<file path="config.mk">
export PLATFORM = sky130hd
export DESIGN_NAME = hs_worker
export DESIGN_NICKNAME = d
export VERILOG_FILES = /design/src/rtl/hsw_pkg.sv /design/src/rtl/hsw_sequencer.sv /design/src/rtl/hsw_tally.sv /design/src/rtl/hs_worker.sv
export SDC_FILE = /design/constraint.sdc
export NUM_CORES = 1
export LEC_CHECK = 0
export BUFFER_PORTS_ARGS = -buffer_cell sky130_fd_sc_hd__buf_2
export CAP_MARGIN = 20
export CORE_AREA = 2 2 39 41
export DETAILED_ROUTE_END_ITERATION = 6
export DIE_AREA = 0 0 41 43
export GPL_ROUTABILITY_DRIVEN = 0
export PLACE_DENSITY = 0.54
export SYNTH_ARGS = -nofsm -noshare
export SYNTH_HDL_FRONTEND = slang
export SYNTH_HIERARCHICAL = 1
export SYNTH_SLANG_ARGS = --single-unit
</file>
<file path="constraint.sdc">
create_clock -name clk -period 1.4 [get_ports clk]
set_clock_uncertainty 0.1 [all_clocks]
set_input_delay 0 -clock clk [delete_from_list [all_inputs] [get_ports clk]]
set_output_delay 0 -clock clk [all_outputs]
set_load 0.03 [all_outputs]
</file>
<file path="src/rtl/hsw_pkg.sv">
package hsw_pkg;
  typedef enum logic [1:0] {
    ST_IDLE  = 2'd0,
    ST_RUN_A = 2'd1,
    ST_RUN_B = 2'd2,
    ST_LAST  = 2'd3
  } hsw_state_e;
endpackage

</file>
<file path="src/rtl/hsw_sequencer.sv">
module hsw_sequencer
  import hsw_pkg::*;
(
  input  logic       clk,
  input  logic       rst,
  input  logic       start_i,
  output hsw_state_e state_o,
  output logic       busy_o,
  output logic       done_o
);
  hsw_state_e state_q, state_d;

  always_comb begin
    state_d = state_q;
    unique case (state_q)
      ST_IDLE:  if (start_i) state_d = ST_RUN_A;
      ST_RUN_A: state_d = ST_RUN_B;
      ST_RUN_B: state_d = ST_LAST;
      ST_LAST:  state_d = ST_IDLE;   // unconditional return
      default:  state_d = ST_IDLE;
    endcase
  end

  always_ff @(posedge clk) begin
    if (rst) state_q <= ST_IDLE;
    else     state_q <= state_d;
  end

  // Early release: busy only in the two middle states, low in the last one
  assign busy_o  = (state_q == ST_RUN_A) || (state_q == ST_RUN_B);
  assign done_o  = (state_q == ST_LAST);
  assign state_o = state_q;
endmodule

</file>
<file path="src/rtl/hsw_tally.sv">
module hsw_tally #(
  parameter int W = 4
) (
  input  logic         clk,
  input  logic         rst,
  input  logic         inc_i,
  output logic [W-1:0] count_o
);
  logic [W-1:0] count_q;

  always_ff @(posedge clk) begin
    if (rst)        count_q <= '0;
    else if (inc_i) count_q <= count_q + 1'b1;
  end

  assign count_o = count_q;
endmodule

</file>
<file path="src/rtl/hs_worker.sv">
module hs_worker
  import hsw_pkg::*;
#(
  parameter int CNT_W = 4
) (
  input  logic             clk,
  input  logic             rst,
  input  logic             start_i,
  output logic             busy_o,
  output logic [CNT_W-1:0] runs_o
);
  hsw_state_e cur_state;
  logic       job_done;

  hsw_sequencer u_seq (
    .clk     (clk),
    .rst     (rst),
    .start_i (start_i),
    .state_o (cur_state),
    .busy_o  (busy_o),
    .done_o  (job_done)
  );

  hsw_tally #(.W(CNT_W)) u_tally (
    .clk     (clk),
    .rst     (rst),
    .inc_i   (job_done),
    .count_o (runs_o)
  );
endmodule

</file>
==> results.py, run 1 <==
metrics = {
    "worst_setup_path": {
        "critPathCaptureType": "output pin",
        "cp_max_fo": 4,
        "crit_chain": "inv_1 > ha_1 > buf_2",
        "crit_buf_inv": 2,
        "path_class": "flip-flop to output pin",
        "required_ps": 1300,
        "cp-start-kind": "flip-flop",
        "slowest_delay_ps": 380,
        "cpMaxStageDelayCell": "dfxtp_1",
        "cp_data_arrival_time_ps": 1190,
        "critPathTopFamily": "flip-flops",
    },
    "detailed_routing": {
        "detail_route.wl_per_cell_um": 9.33,
        "ant_nets": 0,
        "num_vias": 256,
        "drt_iter0_drc": 5,
        "drt_pass1_iterations": 4,
        "routed_wl_um": 541,
        "drc": 0,
        "viasPerCell": 4.41,
    },
    "placed_design": {
        "placed_area_um2": 374,
        "hpwl_um": 398,
        "port_buffers": 7,
        "dpl.cell_count": 54,
        "pre_cts_slack_ps": 186,
    },
    "grt": {
        "overflow": 0,
        "grt_pass1_wl_um": 876,
        "grt_max_degree": 8,
        "grt_usage_pct": 7.93,
        "first_global_vias": 242,
        "antenna_found_initial": 0,
    },
    "clocking": {
        "clock_path_buffers": 2,
        "htreeDepth": 1,
        "clock_sinks": 6,
        "cts_root_buf": "clkbuf_4",
        "insertion_delay_ps": 250,
        "path_clk_slew_ps": 40,
        "cts_tree": "built",
        "numCtsBuffers": 3,
        "post_cts.repair.setup_buffers": 0,
    },
    "sta": {
        "fmax_ghz": 0.774,
        "setup_slack_ps": 107,
        "whs_ps": 7.67,
        "rsz0062_at_grt": "no",
        "slew_headroom_pct": 88.8,
        "fin_crit_sh_pct": 92.3,
        "finalSetupViolations": 0,
        "maxSlewViolCount": 0,
        "tightest_slew_ps": 168,
        "tns_ps": 0,
        "fin_crit_ps": 1290,
        "hold_viol": 0,
    },
    "floorplanning": {
        "dieArea_um2": 1760,
        "fp.coreArea_um2": 1380,
        "num_rows": 14,
        "fp.dieW_um": 41,
        "io_pins": 8,
        "die_y_um": 43,
        "start_util_pct": 22.5,
    },
    "logic_synthesis": {
        "yosys_warnings": 6,
        "syn_area_um2": 312,
        "synth_cell_types": 14,
        "postSynthNetCount": 38,
        "postSynthAreaPerCell_um2": 10.4,
        "synth-seq-cells": 6,
        "syn_inst": 30,
        "ys_seq_area_share_pct": 38.6,
    },
    "worst_hold_path": {
        "hp-class": "input port to flip-flop",
    },
    "power": {
        "power_per_cell_area_nw_per_um2": 1610,
        "vdd_drop_max_mv": 0.880,
        "finalPower_uw": 656,
        "p_leak_nw": 0.208,
    },
    "outcome": {
        "status": "complete, no violations",
    },
    "final_layout": {
        "fin_area_um2": 407,
        "final_cell_mix": "buf_2, nor2_1, dfxtp_1",
        "finalCoreUtilization_pct": 29.4,
        "final_common_cell": "buf_2",
        "nNetsFinal": 52,
        "syn_to_final_growth_pct": 30.5,
        "diodes": 0,
        "layout-drive-gt1-share_pct": 33.3,
        "multi_input_area_um2": 184,
        "instances_no_fill": 58,
        "seq_area_um2": 120,
        "fillers": 152,
    },
    "run": {
        "cap_violations": 0,
    },
}
## cell type report
cell class              count  area share, %
multi-input cells          22           45.2
flip-flops and latches      6           29.5
repair buffers              9           12.9
clock buffers               3           5.54
well taps                  16           4.92
inverters                   2           1.85
## Yosys cell counts
library cell	count	area share, %
mux2i_1	2	6.4
dfxtp_1	6	39
nor2_1	6	7.2
ha_1	5	20
inv_1	2	2.4
a21bo_2	1	3.2
a21oi_1	1	1.6
nand2b_1	1	2.0
a211oi_1	1	2.4
nand3b_1	1	2.4
nor2b_1	1	2.0
xnor2_1	1	2.8
mux2_4	1	4.8
nand4_2	1	4.0
## kinds of logic (layout without fill, tap and decap cells)
group / count (synthesis) / after routing / share of synthesized area (%)
simple gates: 10 / 10 / 17.7
flops: 6 / 6 / 38.6
fa+ha+maj: 5 / 5 / 20.1
compound gates: 3 / 3 / 7.23
mux: 3 / 3 / 11.2
buf+inv: 2 / 14 / 2.41
xor+xnor: 1 / 1 / 2.81
## path summary, 6_finish.rpt
path	from	endpoint	slack (ps)	depth (start not counted)
max	u_seq/state_o[1]$_SDFFE_PP0P_	busy_o	110	3
min	start_i	u_seq/state_o[0]$_SDFFE_PP0P_	8	3
min reg2reg	u_seq/state_o[0]$_SDFFE_PP0P_	u_seq/state_o[0]$_SDFFE_PP0P_	420	2
max reg2reg	u_seq/state_o[1]$_SDFFE_PP0P_	u_seq/state_o[1]$_SDFFE_PP0P_	190	5
## sequential cells by signal (all words and copies together) (netlist names)
signal and flops:
u_seq/state_o 2, u_tally/count_o 4
## layer usage
layer  up-vias  track usage, %  wire length (µm)
met5         -               0                 0
met4         0            6.00                13
met3         2            6.28                69
met2        11            10.9               223
met1       119            7.40               235
li1        124               -                 -
## where the power goes
part	leakage, nW	internal (mW)	switching, mW	total (mW)
combinational	0.145	0.100	0.157	0.257
sequential	0.0489	0.203	0.0319	0.235
clock	0.0138	0.0972	0.0661	0.163
## worst register-to-register path: stages (launching register included)
cell	delay [ps]
dfxtp_1	380
inv_1	80
ha_1	180
nand2b_1	120
mux2i_1	190
nor2_1	50
## what timing repair did
| item | in CTS | in global routing |
|---|---|---|
| gates resized for setup | 0 | 0 |
| endpoints found under the hold margin | 5 | 0 |
| hold buffers | 1 | 0 |
Power figures use the tool's default switching activity.
==> run 2: changes to the inputs <==
--- a/config.mk
+++ b/config.mk
@@ -11,8 +11,7 @@
 export DETAILED_ROUTE_END_ITERATION = 6
 export DIE_AREA = 0 0 41 43
 export GPL_ROUTABILITY_DRIVEN = 0
-export PLACE_DENSITY = 0.54
+export PLACE_DENSITY = 0.52
 export SYNTH_ARGS = -nofsm -noshare
 export SYNTH_HDL_FRONTEND = slang
-export SYNTH_HIERARCHICAL = 1
 export SYNTH_SLANG_ARGS = --single-unit
==> results.py, run 2 <==
metrics = {
    "worst_hold_path": {
        "hp-class": "input port to flip-flop",
    },
    "power": {
        "vdd_drop_max_mv": 0.900,
        "p_int_uw": 394,
        "power_per_cell_area_nw_per_um2": 1700,
        "switching_power_uw": 242,
        "pwr-share-comb_pct": 38.9,
        "finalPower_uw": 637,
        "p_leak_nw": 0.184,
        "seqPwrFrac_pct": 36.6,
        "p_sw_share_pct": 38.1,
        "clkPwrFrac_pct": 24.5,
    },
    "final_layout": {
        "multi_input_area_um2": 159,
        "fillers": 153,
        "fin_area_um2": 374,
        "syn_to_final_growth_pct": 30.6,
        "final_cell_mix": "nor2_1, buf_2, dfxtp_1",
        "seq_area_um2": 120,
        "layout-drive-gt1-share_pct": 25.0,
        "instances_no_fill": 56,
        "diodes": 0,
        "nNetsFinal": 50,
        "finalCoreUtilization_pct": 27.0,
        "largest_reg_flops": 4,
    },
    "logic_synthesis": {
        "synth-seq-cells": 6,
        "synthTopCellsByArea": "dfxtp_1, ha_1, nor2_1",
        "synth_cell_types": 11,
        "postSynthAreaPerCell_um2": 9.88,
        "synth_common_cells": "nor2_1, dfxtp_1, ha_1",
        "synth.most_common_cell": "nor2_1",
        "syn_inst": 29,
        "yosys_warnings": 0,
        "ys.flop_type": "dfxtp_1",
        "ys_seq_area_share_pct": 41.9,
        "syn_area_um2": 287,
        "async_flop_share_pct": 0,
        "postSynthNetCount": 37,
        "synth.top_cell.area_share_pct": 41.9,
        "yosysTopAreaCell": "dfxtp_1",
        "synth_edf_count": 0,
    },
    "worst_setup_path": {
        "required_ps": 1300,
        "cpMaxStageDelayCell": "dfxtp_1",
        "cp_data_arrival_time_ps": 1170,
        "cp-start-kind": "flip-flop",
        "slowest_delay_ps": 360,
        "critPathTopFamily": "flip-flops",
        "crit_chain": "inv_1 > ha_1 > buf_2",
        "critPathCaptureType": "output pin",
        "crit_buf_inv": 2,
        "cp_max_fo": 3,
        "path_class": "flip-flop to output pin",
    },
    "floorplanning": {
        "die_y_um": 43,
        "start_util_pct": 20.7,
        "fp.coreArea_um2": 1380,
        "num_rows": 14,
        "io_pins": 8,
        "dieArea_um2": 1760,
        "fp.dieW_um": 41,
    },
    "placed_design": {
        "port_buffers": 7,
        "pre_cts_slack_ps": 168,
        "dpl.cell_count": 52,
        "hpwl_um": 370,
        "placed_area_um2": 342,
    },
    "sta": {
        "tns_ps": 0,
        "rsz0062_at_grt": "no",
        "fin_crit_sh_pct": 90.7,
        "slew_headroom_pct": 88.0,
        "whs_ps": 27.5,
        "fin_crit_ps": 1270,
        "setup_slack_ps": 130,
        "maxSlewViolCount": 0,
        "fmax_ghz": 0.787,
        "hold_viol": 0,
        "tightest_slew_ps": 180,
        "finalSetupViolations": 0,
    },
    "clocking": {
        "htreeDepth": 1,
        "insertion_delay_ps": 240,
        "clock_sinks": 6,
        "path_clk_slew_ps": 40,
        "numCtsBuffers": 3,
        "cts_tree": "built",
        "clock_path_buffers": 2,
        "cts_root_buf": "clkbuf_4",
        "post_cts.repair.setup_buffers": 0,
    },
    "detailed_routing": {
        "drc": 0,
        "viasPerCell": 4.00,
        "ant_nets": 0,
        "routed_wl_um": 480,
        "drt_iter0_drc": 6,
        "drt_pass1_iterations": 3,
        "detail_route.wl_per_cell_um": 8.57,
        "num_vias": 224,
    },
    "grt": {
        "grt_usage_pct": 7.85,
        "grt_max_degree": 7,
        "overflow": 0,
        "antenna_found_initial": 0,
        "grt_pass1_wl_um": 800,
        "first_global_vias": 197,
    },
    "run": {
        "cap_violations": 0,
    },
    "outcome": {
        "status": "complete, no violations",
    },
}
==> run 2: changes by cell type after synthesis <==
cell      delta
a21bo_2      -1
a21oi_1      -1
xor2_1       +2
nand4_1      +1
nand2_1      +1
nand3b_1     -1
nor2_1       +1
nand4_2      -1
nor2b_1      -1
mux2_4       -1
==> run 2: cell type report <==
| type | count | share of cell area, % |
|---|---|---|
| tap | 16 | 5.35 |
| inverter | 2 | 2.01 |
| multi-input combinational | 21 | 42.5 |
| clock buffer | 3 | 6.02 |
| sequential | 6 | 32.1 |
| timing repair buffer | 8 | 12.0 |
==> run 2: tightest hold or removal path, cell delays in order <==
cell and delay, ps:
buf_2 70, nand2b_1 160, a211oi_1 90
==> run 2: routing by layer <==
metal	wire length (µm)	track usage [%]	vias up
met5	0	0	-
met4	0	8.00	0
met3	27	6.28	0
met2	205	8.13	7
met1	247	9.06	102
li1	-	-	115
==> run 2: power by group through the flow <==
stage,clock (mW),sequential (mW),combinational [mW]
after floorplan,0,0.242,0.194
after global routing,0.183,0.239,0.285
after CTS,0.167,0.234,0.252
after global placement,0,0.235,0.249
final,0.156,0.233,0.248
after detailed placement,0,0.238,0.250
==> run 2: what timing repair did <==
action                    in CTS  in global routing
gates resized for setup        0                  0
hold endpoints to repair       6                  0
hold buffers                   1                  0
==> run 2: cells by family (layout without fill, tap and decap cells) <==
group	count (synthesis)	after routing	synth area share, %
AOI/OAI and AO/OA	1	1	2.62
xor gates and xnor gates	3	3	9.17
adders and majority gates	5	5	21.8
buffers and inverters	2	13	2.62
DFF	6	6	41.9
muxes	2	2	6.99
and+or+nand+nor	10	10	14.9
==> run 2: final timing paths <==
check | from | endpoint | slack [ps] | cells after the start
worst max-delay path | u_seq.state_o[0]$_SDFFE_PP0P_ | busy_o | 130 | 3
worst min-delay path | start_i | u_seq.state_o[0]$_SDFFE_PP0P_ | 30 | 3
worst max register to register | u_seq.state_o[0]$_SDFFE_PP0P_ | u_seq.state_o[1]$_SDFFE_PP0P_ | 170 | 5
worst min register to register | u_tally.count_o[3]$_SDFFE_PP0N_ | u_tally.count_o[3]$_SDFFE_PP0N_ | 410 | 2
